==> src/rtl/skp_pkg.sv <==
package skp_pkg;
  typedef struct packed {
    logic ext_clk;   // 1: external clock, oscillator off
    logic stp_off;   // 1: stop request blocked
  } stop_cfg_t;

  localparam int unsigned CFG_W = $bits(stop_cfg_t);
endpackage

==> src/rtl/skp_unlock.sv <==
module skp_unlock #(
  parameter int unsigned        DATA_W = 8,
  parameter logic [DATA_W-1:0]  KEY    = 8'h55
) (
  input  logic              clk_i,
  input  logic              rst_ni,
  input  logic              wr_hit_i,
  input  logic              wr_miss_i,
  input  logic [DATA_W-1:0] wdata_i,
  input  logic              irq_ack_i,
  output logic              armed_o,
  output logic              load_o
);
  logic armed_q, armed_d;

  always_comb begin
    armed_d = armed_q;
    if (irq_ack_i || wr_miss_i)
      armed_d = 1'b0;
    else if (wr_hit_i)
      armed_d = armed_q ? 1'b0 : (wdata_i == KEY);
  end

  always_ff @(posedge clk_i or negedge rst_ni)
    if (!rst_ni) armed_q <= 1'b0;
    else         armed_q <= armed_d;

  assign armed_o = armed_q;
  assign load_o  = wr_hit_i & armed_q & ~irq_ack_i;

  AST_IRQ_DISARM: assert property (@(posedge clk_i) disable iff (!rst_ni)
    irq_ack_i |=> !armed_q);
  AST_MISS_DISARM: assert property (@(posedge clk_i) disable iff (!rst_ni)
    wr_miss_i |=> !armed_q);
  AST_ARM_CONSUMED: assert property (@(posedge clk_i) disable iff (!rst_ni)
    (wr_hit_i && armed_q) |=> !armed_q);
endmodule

==> src/rtl/skp_cfg_store.sv <==
module skp_cfg_store
  import skp_pkg::*;
#(
  parameter int unsigned DATA_W = 8
) (
  input  logic              clk_i,
  input  logic              rst_ni,
  input  logic              load_i,
  input  logic [DATA_W-1:0] wdata_i,
  input  logic              rd_hit_i,
  output stop_cfg_t         cfg_o,
  output logic [DATA_W-1:0] rdata_o
);
  localparam int unsigned PAD_W = DATA_W - CFG_W;

  stop_cfg_t         cfg_q;
  logic [DATA_W-1:0] rdata_q;

  always_ff @(posedge clk_i or negedge rst_ni)
    if (!rst_ni)     cfg_q <= '0;
    else if (load_i) cfg_q <= stop_cfg_t'(wdata_i[CFG_W-1:0]);

  always_ff @(posedge clk_i or negedge rst_ni)
    if (!rst_ni)       rdata_q <= '0;
    else if (rd_hit_i) rdata_q <= {{PAD_W{1'b0}}, cfg_q};
    else               rdata_q <= '0;

  assign cfg_o   = cfg_q;
  assign rdata_o = rdata_q;

  AST_CFG_LOCKED: assert property (@(posedge clk_i) disable iff (!rst_ni)
    !load_i |=> $stable(cfg_q));
  AST_RD_RETURN: assert property (@(posedge clk_i) disable iff (!rst_ni)
    rd_hit_i |=> rdata_o == {{PAD_W{1'b0}}, $past(cfg_q)});
  AST_RD_IDLE: assert property (@(posedge clk_i) disable iff (!rst_ni)
    !rd_hit_i |=> rdata_o == '0);
endmodule

==> src/rtl/skp_top.sv <==
module skp_top
  import skp_pkg::*;
#(
  parameter int unsigned       ADDR_W   = 8,
  parameter int unsigned       DATA_W   = 8,
  parameter logic [ADDR_W-1:0] REG_ADDR = 8'h62,
  parameter logic [DATA_W-1:0] KEY     = 8'h55
) (
  input  logic              clk_i,
  input  logic              rst_ni,
  input  logic [ADDR_W-1:0] addr_i,
  input  logic [DATA_W-1:0] wdata_i,
  input  logic              we_i,
  input  logic              re_i,
  output logic [DATA_W-1:0] rdata_o,
  input  logic              irq_ack_i,
  input  logic              sys_clk_sel_i,
  input  logic              stop_req_i,
  output logic              stop_en_o,
  output logic              wdt_wake_o
);
  logic      hit, wr_hit, wr_miss, rd_hit;
  logic      armed, load;
  stop_cfg_t cfg;

  assign hit     = (addr_i == REG_ADDR);
  assign wr_hit  = we_i & hit;
  assign wr_miss = we_i & ~hit;
  assign rd_hit  = re_i & hit;

  skp_unlock #(.DATA_W(DATA_W), .KEY(KEY)) u_unlock (
    .clk_i    (clk_i),
    .rst_ni   (rst_ni),
    .wr_hit_i (wr_hit),
    .wr_miss_i(wr_miss),
    .wdata_i  (wdata_i),
    .irq_ack_i(irq_ack_i),
    .armed_o  (armed),
    .load_o   (load)
  );

  skp_cfg_store #(.DATA_W(DATA_W)) u_store (
    .clk_i   (clk_i),
    .rst_ni  (rst_ni),
    .load_i  (load),
    .wdata_i (wdata_i),
    .rd_hit_i(rd_hit),
    .cfg_o   (cfg),
    .rdata_o (rdata_o)
  );

  assign stop_en_o  = stop_req_i & ~cfg.stp_off;
  // oscillator mode always needs stabilisation timing
  assign wdt_wake_o = ~cfg.ext_clk | sys_clk_sel_i;

  AST_UPDATE_NEEDS_KEY: assert property (@(posedge clk_i) disable iff (!rst_ni)
    (wr_hit && !armed) |=> $stable(cfg));
  AST_IRQ_DROPS: assert property (@(posedge clk_i) disable iff (!rst_ni)
    (wr_hit && irq_ack_i) |=> $stable(cfg));
  AST_STOP_GATE: assert property (@(posedge clk_i) disable iff (!rst_ni)
    cfg.stp_off |-> !stop_en_o);
  AST_WDT_OSC: assert property (@(posedge clk_i) disable iff (!rst_ni)
    !cfg.ext_clk |-> wdt_wake_o);
endmodule

==> config.mk <==
export PLATFORM = sky130hd
export DESIGN_NAME = skp_top
export DESIGN_NICKNAME = d
export VERILOG_FILES = /design/src/rtl/skp_pkg.sv /design/src/rtl/skp_unlock.sv /design/src/rtl/skp_cfg_store.sv /design/src/rtl/skp_top.sv
export SDC_FILE = /design/constraint.sdc
export NUM_CORES = 1
export LEC_CHECK = 0
export BUFFER_PORTS_ARGS = -buffer_cell sky130_fd_sc_hd__clkbuf_2
export CAP_MARGIN = 20
export CORE_AREA = 4 4 41 43
export CTS_CLUSTER_DIAMETER = 150
export DETAILED_ROUTE_END_ITERATION = 6
export DIE_AREA = 0 0 45 47
export PLACE_DENSITY = 0.72
export SYNTH_ARGS = -nofsm -noshare
export SYNTH_HDL_FRONTEND = slang
export SYNTH_SLANG_ARGS = --single-unit
==> constraint.sdc <==
create_clock -name clk_i -period 1 [get_ports clk_i]
set_input_delay 0.05 -clock clk_i [delete_from_list [all_inputs] [get_ports clk_i]]
set_output_delay 0.05 -clock clk_i [all_outputs]
set_load 0.05 [all_outputs]
==> results of run 1 <==
registers in the layout, summed over array words and instances, names as in the netlist:
signal	cells
u_store.cfg_o	2
u_unlock.armed_o	1
u_store.rdata_o	2
routing by layer:
metal  GRT usage [%]  wire length (um)  vias to the layer above  share of wire [%]
li1                -                 -                      159                  -
met1            7.59               289                      144                 34
met2            16.9               450                       23                 52
met3            2.68               110                        2                 13
met4            7.02                 8                        0               0.93
met5               0                 0                        -                  0
worst max-delay path, delay by kind of cell, from the launching register on:
| kind | cells | cell delay (ps) |
|---|---|---|
| AND/OR/NAND/NOR | 2 | 290 |
| multiplexers | 1 | 320 |
| flip-flops | 1 | 340 |
cell usage in the layout (no fill, tap or decap), drive strengths merged, types with 2 or more instances in the layout:
cell / instances
and3: 2
buf: 5
clkbuf: 28
conb: 6
dfrtp: 5
mux2: 2
nor2b: 2
nor4b: 2
metrics by stage:
| stage | setup WS [ps] | std cells |
|---|---|---|
| 2_1_floorplan | 0.467 | 34 |
| 3_3_place_gp | -51.2 | 71 |
| 3_5_place_dp | -77.3 | 71 |
| 4_1_cts | -55.1 | 76 |
| 5_1_grt | -122 | 77 |
| 6_report | -72.9 | 77 |
area by class of cell:
cell class                 instances  area, sq um  share of cell area (%)
tap                               15         18.8                    3.42
clock buffer                       4         26.3                    4.78
multi-input combinational         22          200                    36.4
sequential                         5          125                    22.8
inverter                           1         3.75                   0.683
timing repair buffer              30          175                    31.9
cells in the mapped netlist, types with 2 or more instances:
master,instances,area [sq um]
nor2b_1,2,12.5
dfrtp_1,5,125
and3_1,2,12.5
mux2_1,2,22.5
buf_4,6,45.0
repair_timing:
item	4_1_cts	5_1_grt
hold buffers	1	0
endpoints found under the setup margin	5	5
buffers inserted	0	1
hold endpoints to repair	5	0
resized for setup	4	2
kinds of logic after synthesis:
group                  count (synthesis)
AO/OA/AOI/OAI                          1
buffers and inverters                  7
flip-flops                             5
multiplexers                           2
other                                  1
AND/OR/NAND/NOR                       13
worst paths after layout:
| check | slack, ps | end | cells after the start | startpoint |
|---|---|---|---|---|
| worst max register to register | -70 | u_store.cfg_o[1] | 3 | u_unlock.armed_o |
| worst max-delay path | -70 | u_store.cfg_o[1] | 3 | u_unlock.armed_o |
| worst min-delay path | 60 | u_store.rdata_o[0] | 2 | re_i |
| max in group asynchronous | 700 | u_store.rdata_o[0] | 2 | rst_ni |
| worst min register to register | 530 | u_store.cfg_o[1] | 1 | u_store.cfg_o[1] |
| min in group asynchronous | 160 | u_store.cfg_o[0] | 2 | rst_ni |
power by group through the flow:
stage / Clock (W) / Sequential, W / Combinational, W
after floorplan: 0 / 0.000206 / 0.0000893
after global placement: 0 / 0.000206 / 0.000127
after detailed placement: 0 / 0.000206 / 0.000128
after CTS: 0.000241 / 0.000203 / 0.000136
after global routing: 0.000256 / 0.000203 / 0.000147
final: 0.000235 / 0.000203 / 0.000137
==> metrics.md, run 1 <==
| Metric | Value |
|---|---|
| Grt ovf | 0 |
| Net switching power | 0.000170 W |
| CTS buffer count | 3 |
| Routed WL | 858 um |
| P_leak | 0.316 nW |
| Mapped Avg Cell Area | 11.3 sq um |
| Slowest-stage cell, CP | dfrtp_1 |
| Sequential-to-total area share from yosys stat | 38.0% |
| Max clock buf depth | 2 |
| Crit path launch type | register |
| Die span in x | 45 um |
| Clk pwr share | 40.8% |
| Worst Skew | 3.47 ps |
| Initial Util | 25.3% |
| Xor/xnor cell area share of the yosys netlist | 0% |
| Vias | 328 |
| Clock Sink Count | 5 |
| WHS | 56.2 ps |
| Synthesis-to-layout area growth | 66.9% |
| Antenna cells | 0 |
| Crit path DAT | 1190 ps |
| Crit path kind | reg2reg |
| CP Cell Sequence | nor2b_4 > nand4_4 > mux2_4 |
| PnR Total Power | 0.000575 W |
| Power Internal | 0.000406 W |
| Final hold viol count | 0 |
| Cell Pwr Density | 1050 nW/um^2 |
| Compound-cell area share of the yosys netlist | 2.66% |
| RSZ-0062 raised after global routing | true |
| Synth warnings | 0 |
| Switching Fraction | 29.5% |
| Initial DRT Pass Iterations | 1 |
| Setup crit end kind | register |
| Die area | 2120 sq um |
| H-tree depth | 1 |
| Num rows | 13 |
| Setup TNS | -157 ps |
| Violated checks | negative setup slack |
| CTS tree | built |
| Routed vias/inst | 4.26 |
| Clock period minus worst slack | 1070 ps |
| Async SR Flop Fraction | 100% |
| GRT Util Overall | 8.88% |
| Final #Nets | 86 |
| Post-DR wirelength/cell | 11.1 um |
| Synthesized flop and latch total | 5 |
| DRC violation count after routing | 0 |
| Number of synthesized flops with an enable pin | 0 |
| Root Driver | clkbuf_4 |
| Port-buffer cells | 26 |
| Final Worst Setup Slack | -72.9 ps |
| Core ar. | 1300 sq um |
| Status | finished with violations |
| Antenna-violating nets left | 0 |
| Initial antenna violation count | 0 |
| Syn Inst Count | 29 |
| Placed inst area | 484 sq um |
| Layout filler cell count | 140 |
| Fraction of the cycle the final worst path needs | 107% |
| Reg clk slew, reported paths | 50 ps |
| Largest family of logic cells by synthesized area | simple AND/OR/NAND/NOR gates |
| GPL Wtd Cong | 0.720 |
| Unique masters post-synth | 17 |
| Die Y-Extent | 47 um |
| Post-route cell area | 549 sq um |
| Largest net degree at the start of global routing | 6 |
| First-pass GRT wire length | 1290 um |
| Comb pwr share | 23.9% |
| Max FO, Critical Path | 2 |
| Reg power frac | 35.3% |
| Critical Path Max Stage Delay | 340 ps |
| Post-synthesis mux area share | 6.84% |
| Post-synthesis cell area | 329 sq um |
| Finished Core Util | 42.2% |
| Skew-Pair Late Insertion Delay | 240 ps |
| Worst Path Required | 1120 ps |
| # setup viols final | 3 |
| Max-slew violations | 0 |
| Max VDD drop | 264 uV |
| Post-synthesis adder-cell area fraction | 0% |
| Max-Cap Viols | 0 |
| Synth Flop Type | dfrtp_1 |
| Number of DRC markers in iteration 0 | 0 |
| Vias in the first global route | 366 |
| Hold Path Class | in2reg |
| Fmax | 932 MHz |
| Top Ports | 33 |
| Post-synthesis simple-gate area fraction | 36.5% |
| Layout cells sized above 1 | 64.5% |
| Hpwl dp | 747 um |
No activity file was read; power rests on OpenSTA's default activity.
==> run 2: changes to the inputs <==
Settings changed: ABC_AREA set to 1, BUFFER_PORTS_ARGS -buffer_cell sky130_fd_sc_hd__clkbuf_2 to -buffer_cell sky130_fd_sc_hd__buf_2, GPL_TIMING_DRIVEN set to 0, PLACE_DENSITY 0.72 to 0.75.
==> metrics.md, run 2 <==
| Metric | Value |
|---|---|
| Initial antenna violation count | 0 (unchanged) |
| Switching Fraction | 30.1% (+0.63 points) |
| Compound-cell area share of the yosys netlist | 0% (-2.7 points) |
| Met2 WL | 431 um (-4.2%) |
| Max clock buf depth | 2 (unchanged) |
| Clock period minus worst slack | 1060 ps (-12.1 ps) |
| Fraction of the cycle the final worst path needs | 106% (-1.2 points) |
| Layout filler cell count | 145 (+3.6%) |
| Commonest cells post-synth | inv_1, nand2_1, nor2_1 |
| P_leak | 0.364 nW (+15%) |
| Final Worst Setup Slack | -60.8 ps (+12.1 ps) |
| Post-synthesis simple-gate area fraction | 40.1% (+3.6 points) |
| Die span in x | 45 um (unchanged) |
| H-tree depth | 1 (unchanged) |
| Cell Pwr Density | 975 nW/um^2 (-6.9%) |
| Top-count cell post-synth | inv_1 |
| Post-DR wirelength/cell | 8.05 um (-28%) |
| Commonest non-fill, non-tap cell in the layout | buf_2 |
| Crit path launch type | register |
| Hpwl dp | 720 um (-3.6%) |
| Reg power frac | 34.2% (-1.1 points) |
| Async SR Flop Fraction | 100% (unchanged) |
| Layout cells sized above 1 | 51.6% (-13 points) |
| CTS buffer count | 3 (unchanged) |
| Largest family of logic cells by synthesized area | simple AND/OR/NAND/NOR gates |
| Routed vias/inst | 4.02 (-5.7%) |
| Setup crit end kind | output pin |
| Clk pwr share | 40.1% (-0.7 points) |
| Fmax | 943 MHz (+1.1%) |
| Top cell type's share of synthesized area | 34.8% (-3.2 points) |
| Num rows | 13 (unchanged) |
| Post-synthesis cell area | 359 sq um (+9.1%) |
| Placed inst area | 529 sq um (+9.3%) |
| DP Worst Slack | 65.2 ps (+142 ps) |
| Hold Path Class | in2reg |
| Max FO, Critical Path | 2 (unchanged) |
| # setup viols final | 1 (-2) |
| DRC violation count after routing | 0 (unchanged) |
| Synth Flop Type | dfrtp_1 |
| Final #Nets | 115 (+34%) |
| M1 wire length | 297 um (+2.8%) |
| Post-synthesis adder-cell area fraction | 0% (unchanged) |
| RSZ-0062 raised after global routing | true |
| Synthesized flop and latch total | 5 (unchanged) |
| Violated checks | negative setup slack |
| Grt ovf | 0 (unchanged) |
| Synthesis-to-layout area growth | 69.7% |
| Antenna cells | 0 (unchanged) |
| Uppermost layer routed | met4 |
| First-pass GRT wire length | 1310 um (+1.6%) |
| Sequential-to-total area share from yosys stat | 34.8% (-3.2 points) |
| Skew-Pair Late Insertion Delay | 240 ps (about the same) |
| Routed WL | 853 um (-0.58%) |
| Syn Inst Count | 52 (+79%) |
| Clock Sink Count | 5 (unchanged) |
| Post-route cell area | 609 sq um (+11%) |
| Met3 wire len | 108 um (-1.8%) |
| Unique masters post-synth | 13 (-4) |
| Initial Util | 27.6% (+2.3 points) |
| Post-synthesis mux area share | 0% (-6.8 points) |
| Die area | 2120 sq um (unchanged) |
| Xor/xnor cell area share of the yosys netlist | 0% (unchanged) |
| GPL Wtd Cong | 0.685 (-4.8%) |
| Crit path DAT | 1010 ps (-180 ps) |
| Initial DRT Pass Iterations | 4 (+3) |
| CTS tree | built |
| Core ar. | 1300 sq um (unchanged) |
| GRT Util Overall | 9.20% (+0.32 points) |
| Area leader, netlist | dfrtp_1 |
| Status | finished with violations |
| Power Internal | 0.000415 W (+2.4%) |
| Max VDD drop | 311 uV (+18%) |
| Root Driver | clkbuf_4 |
| Crit path kind | reg2out |
| Die Y-Extent | 47 um (unchanged) |
| Reg clk slew, reported paths | 40 ps (about the same) |
| Mapped Avg Cell Area | 6.91 sq um (-39%) |
| Vias in the first global route | 355 (-3.0%) |
| Worst Path Required | 950 ps (-170 ps) |
| Synth warnings | 0 (unchanged) |
| Top Ports | 33 (unchanged) |
| Number of synthesized flops with an enable pin | 0 (unchanged) |
| Net switching power | 0.000179 W (+5.5%) |
| Vias | 426 (+30%) |
| Area contributors post-synth | dfrtp_1, buf_4, inv_1 |
| Comb pwr share | 25.8% (+1.9 points) |
| Number of DRC markers in iteration 0 | 3 (+3) |
| Port-buffer cells | 26 (unchanged) |
| Final hold viol count | 0 (unchanged) |
| Antenna-violating nets left | 0 (unchanged) |
| Max-slew violations | 0 (unchanged) |
| Most frequent cells in the layout | buf_2, inv_1, nand2_1 |
| Max-Cap Viols | 0 (unchanged) |
| Worst Skew | 1.11 ps (-2.36 ps) |
| Largest net degree at the start of global routing | 6 (unchanged) |
## run 2: cell types whose count changed in the layout (fill, tap and decap cells not counted), moves of 4 or more
cell      previous run  this run
nor2_1               0         6
buf_4                4         9
inv_1                1        10
nor2_2               0         4
buf_2                0        24
clkbuf_2            24         0
nand4_1              0         4
nand2_1              0        10
## run 2: worst paths after layout
path	depth (start not counted)	to	start	slack, ps
min in group asynchronous	2	u_store.cfg_o[1]	rst_ni	150
max	3	wdt_wake_o	u_store.cfg_o[1]	-60
min reg2reg	2	u_store.rdata_o[1]	u_store.cfg_o[1]	510
max reg2reg	5	u_store.cfg_o[1]	u_unlock.armed_o	130
max in group asynchronous	2	u_unlock.armed_o	rst_ni	720
min	3	u_store.rdata_o[1]	re_i	50
## run 2: per-stage QoR
step	total power (W)	std cells	hold slack [ps]	util [%]	setup TNS (ps)
finish	0.000594	106	54.7	46.8	-60.8
global route	0.000638	106	62.2	46.8	-102
CTS	0.000609	104	39.5	45.5	-61.2
detailed placement	0.000352	98	-131	40.7	0
global placement	0.000350	98	-134	40.7	0
floorplan	0.000300	57	-246	-	0
## run 2: final cells by class
| type | count | area (sq um) | share of cell area [%] |
|---|---|---|---|
| Clock buffer | 4 | 26.3 | 4.31 |
| Multi-Input combinational cell | 35 | 174 | 28.5 |
| Buffer | 6 | 45.0 | 7.39 |
| Inverter | 11 | 41.3 | 6.78 |
| Sequential cell | 5 | 125 | 20.5 |
| Timing Repair Buffer | 30 | 179 | 29.4 |
| Tap cell | 15 | 18.8 | 3.08 |
## run 2: critical path, cell delays in order, from the launching register on
cell	delay, ps
dfrtp_1	350
inv_2	40
or2_4	220
buf_8	150
## run 2: logic make-up (layout without fill, tap and decap cells)
| group | count (synthesis) | after routing |
|---|---|---|
| buffers and inverters | 17 | 51 |
| DFF | 5 | 5 |
| other | 1 | 6 |
| and+or+nand+nor | 29 | 29 |
## run 2: power groups by stage
stage / clock network [W] / registers [W] / logic (W)
2_1_floorplan: 0 / 0.000206 / 0.0000942
3_3_place_gp: 0 / 0.000206 / 0.000143
3_5_place_dp: 0 / 0.000206 / 0.000146
4_1_cts: 0.000253 / 0.000203 / 0.000153
5_1_grt: 0.000269 / 0.000203 / 0.000166
6_report: 0.000238 / 0.000203 / 0.000153
## run 2: per-layer routing
layer | GRT usage (%) | vias to the layer above
met3 | 4.98 | 2
met2 | 14.7 | 24
met1 | 8.28 | 180
met4 | 8.77 | 0
met5 | 0 | -
li1 | - | 220
## run 2: repair_timing
action	CTS	global route
pin swaps	0	0
setup endpoints to repair	2	4
endpoints found under the hold margin	5	0
resized for setup	6	2
hold buffers	1	0
cloned	0	0
setup buffers	1	2
